File: src/rtl/dsleep_pkg.sv
package dsleep_pkg;

  typedef enum logic [2:0] {
    M_RUN    = 3'd0,
    M_SLEEP  = 3'd1,
    M_IDLE   = 3'd2,
    M_DEEP   = 3'd3,
    M_RESUME = 3'd4,
    M_WRST   = 3'd5
  } pmode_e;

  localparam int NSRC   = 5;
  localparam int NCTL   = 4;
  localparam int B_ARM  = 0;
  localparam int B_RSLP = 1;
  localparam int B_IDLE = 2;
  localparam int B_GIE  = 3;

  // deep sleep is allowed only with arm live, regulator sleep set, idle and gie clear
  function automatic logic deep_gate(input logic armed, input logic rslp,
                                     input logic idle, input logic gie);
    return armed & rslp & ~idle & ~gie;
  endfunction

  // mode picked by a sleep instruction that is not allowed into deep sleep
  function automatic pmode_e light_mode(input logic idle);
    return idle ? M_IDLE : M_SLEEP;
  endfunction

  // last cycle of a resume window of len cycles
  function automatic logic window_end(input int unsigned cnt, input int unsigned len);
    return cnt == len - 1;
  endfunction

endpackage

File: src/rtl/dsen_arm.sv
module dsen_arm #(
  parameter int ARM_CYCLES = 1,
  localparam int AW = $clog2(ARM_CYCLES + 1)
) (
  input  logic clk,
  input  logic rst_n,
  input  logic clr,
  input  logic load,
  input  logic load_val,
  output logic live
);

  logic [AW-1:0] life_q;

  always_ff @(posedge clk or negedge rst_n) begin
    if (!rst_n)                 life_q <= '0;
    else if (clr)               life_q <= '0;
    else if (load)              life_q <= load_val ? AW'(ARM_CYCLES) : '0;
    else if (life_q != '0)      life_q <= life_q - 1'b1;
  end

  assign live = (life_q != '0);


  arm_set_chk: assert property (@(posedge clk) disable iff (!rst_n)
    (load && load_val && !clr) |=> live);


  arm_clr_chk: assert property (@(posedge clk) disable iff (!rst_n)
    clr |=> !live);

endmodule

File: src/rtl/wake_cause_reg.sv
module wake_cause_reg #(
  parameter int NS = 5
) (
  input  logic          clk,
  input  logic          rst_n,
  input  logic          clr,
  input  logic          cap,
  input  logic [NS-1:0] src,
  output logic [NS-1:0] cause
);

  always_ff @(posedge clk or negedge rst_n) begin
    if (!rst_n)     cause <= '0;
    else if (clr)   cause <= '0;
    else if (cap)   cause <= src;
  end


  cause_cap_chk: assert property (@(posedge clk) disable iff (!rst_n)
    (cap && !clr) |=> (cause == $past(src)));


  cause_hold_chk: assert property (@(posedge clk) disable iff (!rst_n)
    (!cap && !clr) |=> $stable(cause));

endmodule

File: src/rtl/resume_timer.sv
module resume_timer #(
  parameter int LEN = 16,
  localparam int CW = $clog2(LEN + 1)
) (
  input  logic clk,
  input  logic rst_n,
  input  logic start,
  output logic busy,
  output logic done
);
  import dsleep_pkg::*;

  logic [CW-1:0] cnt_q;

  assign done = busy && window_end(32'(cnt_q), LEN);

  always_ff @(posedge clk or negedge rst_n) begin
    if (!rst_n) begin
      busy  <= 1'b0;
      cnt_q <= '0;
    end else if (start) begin
      busy  <= 1'b1;
      cnt_q <= '0;
    end else if (done) begin
      busy  <= 1'b0;
      cnt_q <= '0;
    end else if (busy) begin
      cnt_q <= cnt_q + 1'b1;
    end
  end


  tmr_start_chk: assert property (@(posedge clk) disable iff (!rst_n)
    start |=> busy);


  tmr_hold_chk: assert property (@(posedge clk) disable iff (!rst_n)
    (busy && !done && !start) |=> busy);

endmodule

File: src/rtl/dsleep_ctrl.sv
module dsleep_ctrl #(
  parameter int DW         = 8,
  parameter int WAKE_DELAY = 16,
  parameter int ARM_CYCLES = 1
) (
  input  logic          clk,
  input  logic          rst_n,
  input  logic          instr_sleep,
  input  logic          ctl_we,
  input  logic [3:0]    ctl_wdata,
  input  logic [1:0]    gpr_we,
  input  logic [DW-1:0] gpr_wdata,
  input  logic          wake_irq,
  input  logic [4:0]    wake_src,
  output logic [2:0]    mode,
  output logic          reg_off,
  output logic          por_req,
  output logic          cpu_run,
  output logic [4:0]    wake_cause,
  output logic [DW-1:0] gpr0,
  output logic [DW-1:0] gpr1
);
  import dsleep_pkg::*;

  localparam int NGPR = 2;

  pmode_e state_q, state_d;
  logic   rslp_q, idle_q, gie_q;
  logic   arm_live, deep_ok, in_run, any_wake;
  logic   deep_enter, por_enter, resume_start, tmr_busy, tmr_done;
  logic   ctl_load;
  logic [DW-1:0] gpr_q [NGPR];

  assign in_run       = (state_q == M_RUN);
  assign any_wake     = |wake_src;
  assign deep_ok      = deep_gate(arm_live, rslp_q, idle_q, gie_q);
  assign ctl_load     = in_run && ctl_we;
  assign deep_enter   = in_run && instr_sleep && deep_ok;
  assign por_enter    = (state_q == M_DEEP) && any_wake;
  assign resume_start = ((state_q == M_SLEEP) || (state_q == M_IDLE)) && wake_irq;

  dsen_arm #(.ARM_CYCLES(ARM_CYCLES)) u_arm (
    .clk(clk), .rst_n(rst_n), .clr(por_enter),
    .load(ctl_load), .load_val(ctl_wdata[B_ARM]), .live(arm_live)
  );

  wake_cause_reg #(.NS(NSRC)) u_cause (
    .clk(clk), .rst_n(rst_n), .clr(deep_enter),
    .cap(por_enter), .src(wake_src), .cause(wake_cause)
  );

  resume_timer #(.LEN(WAKE_DELAY)) u_tmr (
    .clk(clk), .rst_n(rst_n), .start(resume_start),
    .busy(tmr_busy), .done(tmr_done)
  );

  always_comb begin
    state_d = state_q;
    unique case (state_q)
      M_RUN:    if (instr_sleep) state_d = deep_ok ? M_DEEP : light_mode(idle_q);
      M_SLEEP,
      M_IDLE:   if (wake_irq) state_d = M_RESUME;
      M_RESUME: if (tmr_done) state_d = M_RUN;
      M_DEEP:   if (any_wake) state_d = M_WRST;
      M_WRST:   state_d = M_RUN;
      default:  state_d = M_RUN;
    endcase
  end

  always_ff @(posedge clk or negedge rst_n) begin
    if (!rst_n) state_q <= M_RUN;
    else        state_q <= state_d;
  end

  always_ff @(posedge clk or negedge rst_n) begin
    if (!rst_n) begin
      rslp_q <= 1'b0;
      idle_q <= 1'b0;
      gie_q  <= 1'b0;
    end else if (por_enter) begin
      rslp_q <= 1'b0;
      idle_q <= 1'b0;
      gie_q  <= 1'b0;
    end else if (ctl_load) begin
      rslp_q <= ctl_wdata[B_RSLP];
      idle_q <= ctl_wdata[B_IDLE];
      gie_q  <= ctl_wdata[B_GIE];
    end
  end

  for (genvar g = 0; g < NGPR; g++) begin : g_gpr
    always_ff @(posedge clk or negedge rst_n) begin
      if (!rst_n)                  gpr_q[g] <= '0;
      else if (in_run && gpr_we[g]) gpr_q[g] <= gpr_wdata;
    end
  end

  assign gpr0    = gpr_q[0];
  assign gpr1    = gpr_q[1];
  assign mode    = state_q;
  assign reg_off = (state_q == M_DEEP);
  assign por_req = (state_q == M_WRST);
  assign cpu_run = in_run;


  deep_entry_chk: assert property (@(posedge clk) disable iff (!rst_n)
    $rose(reg_off) |-> ($past(instr_sleep) && $past(arm_live)));


  por_after_wake_chk: assert property (@(posedge clk) disable iff (!rst_n)
    por_enter |=> (por_req && !reg_off));


  por_pulse_chk: assert property (@(posedge clk) disable iff (!rst_n)
    por_req |=> (cpu_run && !por_req));


  cause_clear_chk: assert property (@(posedge clk) disable iff (!rst_n)
    $rose(reg_off) |-> (wake_cause == '0));


  gpr_hold_chk: assert property (@(posedge clk) disable iff (!rst_n)
    !cpu_run |=> ($stable(gpr0) && $stable(gpr1)));


  resume_exit_chk: assert property (@(posedge clk) disable iff (!rst_n)
    (tmr_busy && tmr_done) |=> cpu_run);

endmodule

File: config.mk
export PLATFORM = sky130hd
export DESIGN_NAME = dsleep_ctrl
export DESIGN_NICKNAME = d
export VERILOG_FILES = /design/src/rtl/dsleep_pkg.sv /design/src/rtl/dsen_arm.sv /design/src/rtl/wake_cause_reg.sv /design/src/rtl/resume_timer.sv /design/src/rtl/dsleep_ctrl.sv
export SDC_FILE = /design/constraint.sdc
export NUM_CORES = 1
export LEC_CHECK = 0
export ABC_AREA = 1
export ABC_CLOCK_PERIOD_IN_PS = 1140
export BUFFER_PORTS_ARGS = -buffer_cell sky130_fd_sc_hd__buf_2
export CORE_AREA = 2 2 75 77
export CTS_BUF_LIST = sky130_fd_sc_hd__clkbuf_4 sky130_fd_sc_hd__clkbuf_8
export DETAILED_ROUTE_END_ITERATION = 12
export DIE_AREA = 0 0 77 79
export PLACE_DENSITY = 0.51
export SLEW_MARGIN = 20
export SYNTH_ARGS = -nofsm -noshare
export SYNTH_HDL_FRONTEND = slang
export SYNTH_SLANG_ARGS = --single-unit
File: constraint.sdc
create_clock -name clk -period 1.14 [get_ports clk]
set_input_delay 0.228 -clock clk [delete_from_list [all_inputs] [get_ports clk]]
set_output_delay 0.228 -clock clk [all_outputs]
set_load 0.02 [all_outputs]
==> out/summary.txt <==
Layout Nets = 289
Number of antenna-violating nets in the routed design = 0
Slowest library cell on the worst path = dfrtp_2
Proportion of layout cells with a drive suffix above 1 = 60.2%
Post-detailed-placement half-perimeter wirelength = 2520 microns
Final standard cell area without fillers = 2640 sq um
Largest net degree at the start of global routing = 35
Slew margin rel. = 67.3%
Number of standard-cell rows in the floorplan = 27
Hold Crit Depth = 3
Proportion of total power due to net switching = 24.2%
Filler cells = 560
Initial antenna violation count = 0
Actual slew at the worst max-slew pin = 0.489 ns
Area taken by flip-flops and latches = 855 sq um
Part of the Yosys area used for sequential elements = 54.8%
Async set-or-reset flop fraction in the synthesized netlist = 100%
CTS Root Cell = clkbuf_8
Cell types with the largest area share after synthesis = dfrtp_1, nand2_1, nand3_1
Worst path required time = 0.91 ns
Startpoint types = flop
Total overflow reported by the global router = 0
Setup-violating endpoint count in the final report = 38
Number of enable-type register cells in the synthesized netlist = 0
Peak clock frequency supported by timing = 0.711 GHz
Count of placed standard cells in the final layout, fillers left out = 336
DR vias = 1489
Clock tree skew after final layout = 0.00698 ns
Area inside the core boundary = 5340 sq um
Reg2Reg Setup Slack = -0.18 ns
Worst supply voltage drop on vdd = 452 uV
Hold violation count in the final report = 0
Switching power summed over all nets = 531 uW
Synthesized area per cell = 8.63 sq um
TritonCTS clock tree = built
Internal power summed over all cells = 1660 uW
Share of total power in combinational logic = 5.1%
Portion of total power attributed to sequential cells = 54.9%
Routed Wire Length = 4060 microns
Most common flop cell mapped by yosys = dfrtp_1
Detailed router's first-iteration violation count = 37
Number of cells on the worst reg-to-reg path = 7
Sinks on the clock net = 34
CP max stage delay = 0.45 ns
Synthesized netlist cell count = 180
H-tree depth = 2
Gr usage total = 13.9%
Worst setup margin = -0.266 ns
RD Place Congestion = 0.755
Top-count cell post-synth = nand2_1
Violations in the final reports = setup timing
Count of warnings emitted by yosys = 0
Clock buffer count from CTS = 5
Worst Path Max Fanout = 5
Antenna cell count = 0
Cell type contributing the most total cell area after synthesis = dfrtp_1
Count of unresolved DRC violations after routing = 0
Clock power frac = 40.0%
Max-cap violation count = 0
Post-route minimum period = 1.41 ns
Buffers added on ports = 50
Area after DPL = 2000 sq um
Initial Util = 29.1%
Path length in cells of the critical path = 3
Category of the worst setup path capture point = output pin
Post-Synthesis Cell Area = 1550 sq um
CP arrival = 1.18 ns
Post-route worst hold slack = 0.154 ns
Cell-by-cell listing of the critical path = buf_6, nor3_2, buf_4
Vias per cell = 4.43
WP buf/inv = 2
Die Wd = 77 microns
Critical path's top delay family = flip-flops
Leakage power = 0.00128 uW
Number of different library cells in the post-synthesis netlist = 20
Max Buffers Root-to-Sink = 2
Synthesis-to-finish area growth = 69.9%
Avg WL per Cell = 12.1 microns
Fraction of synthesized cell area taken by the top area cell type = 54.8%
Detailed-routing iteration count for the pre-antenna-repair pass = 4
Wire length of the first global-routing pass = 6820 microns
Crit Path Category = flop to output pin
Run status = complete, but fails checks
Die Footprint = 6080 sq um
Boundary pin count = 51
Minimum setup slack after placement = -0.140 ns
Later-pin clock latency in the skew report = 0.29 ns
Overall die height = 79 microns
Final Cycle Share = 123%
Post-Synthesis Net Count = 205
Clock-pin slew of the registers on the worst-case setup and hold paths = 0.08 ns
Inst Count DP = 313
Worst min-delay path category = input port to flop
Area used by multi-input combinational logic = 933 sq um
Power density over the cells = 832 nW/um^2
Number of synthesized register bits = 34
Most common library cells after synthesis = nand2_1, dfrtp_1, inv_1
Via count of the first global-routing pass = 1439
Unrepaired setup endpoints after global routing = yes
Final-report max-slew violation count = 0
power groups by stage:
stage,combinational [uW],clock [uW],sequential [uW]
after floorplan,13.9,0,1230
after global placement,95.2,0,1230
after detailed placement,95.5,0,1230
after CTS,109,906,1200
after global routing,128,965,1200
final,111,879,1210
area by class of cell:
| class | count | area share (%) |
|---|---|---|
| clock buffers | 5 | 2.61 |
| clock inverters | 2 | 0.569 |
| inverters | 24 | 3.61 |
| multi-input cells | 123 | 35.4 |
| flip-flops and latches | 34 | 32.4 |
| well taps | 72 | 3.42 |
| repair buffers | 76 | 22.0 |
cell families after synthesis:
logic type	synth area share (%)
AOI/OAI and AO/OA	7.41
xor gates and xnor gates	0.564
adders and majority gates	0.806
buffers and inverters	7.25
DFF	54.8
and+or+nand+nor	29.2
sequential cells by signal (all words and copies together) (netlist names):
name and cells:
mode 3, gpr0 8, u_tmr.busy 1, gie_q 1
rslp_q 1, u_tmr.cnt_q 5, idle_q 1, u_arm.live 1
gpr1 8, u_cause.cause 5
worst min-delay path: cells and delay by family:
kind                   cells  cell delay [ns]
AND/OR/NAND/NOR            1             0.04
buffers and inverters      2             0.14
placed cells by master, fill, tap and decap left out, types with 2 or more instances in the layout:
master / instances
inv_2: 7
dfrtp_2: 3
dfrtp_1: 31
nand2_1: 23
clkinvlp_4: 2
nand3_4: 2
nand2_2: 21
nand2_8: 6
buf_2: 44
nand3_1: 8
buf_8: 3
buf_4: 12
clkbuf_8: 5
nor2_1: 5
buf_12: 4
nor2_4: 5
o21ai_1: 13
buf_6: 12
nand2_4: 7
nand4_1: 3
nand3_2: 13
o21ai_2: 8
inv_1: 16
metal layers:
metal | wire, microns | part of all wire (%) | GRT usage [%] | up-vias
li1 | - | - | - | 750
met1 | 1840 | 45 | 18.7 | 694
met2 | 1990 | 49 | 22.2 | 38
met3 | 192 | 4.7 | 4.09 | 7
met4 | 44 | 1.1 | 3.75 | 0
met5 | 0 | 0 | 0 | -
final timing paths:
| path | startpoint | end |
|---|---|---|
| worst max-delay path | mode[1] | por_req |
| worst min-delay path | ctl_wdata[0] | u_arm.live |
| worst max register to register | mode[2] | mode[1] |
| worst min register to register | gpr0[7] | gpr0[7] |
| max in group asynchronous | rst_n | mode[1] |
| min in group asynchronous | rst_n | rslp_q |
metrics by stage:
| step | util (%) | power [uW] | TNS, ns |
|---|---|---|---|
| after CTS | 44.3 | 2220 | -4.46 |
| after global placement | 37.5 | 1320 | -1.51 |
| final | 49.4 | 2200 | -5.03 |
| after floorplan | - | 1240 | -3.57 |
| after detailed placement | 37.5 | 1320 | -2.29 |
| after global routing | 49.4 | 2300 | -7.04 |
what timing repair did:
item                                    CTS  global route
endpoints found under the hold margin    34             0
gates cloned                              2             1
setup buffers                             7             6
endpoints found under the setup margin   38            40
resized for setup                        42            65
pin swaps                                13            19
hold buffers                              1             0
(Power assumes the default switching activity.)
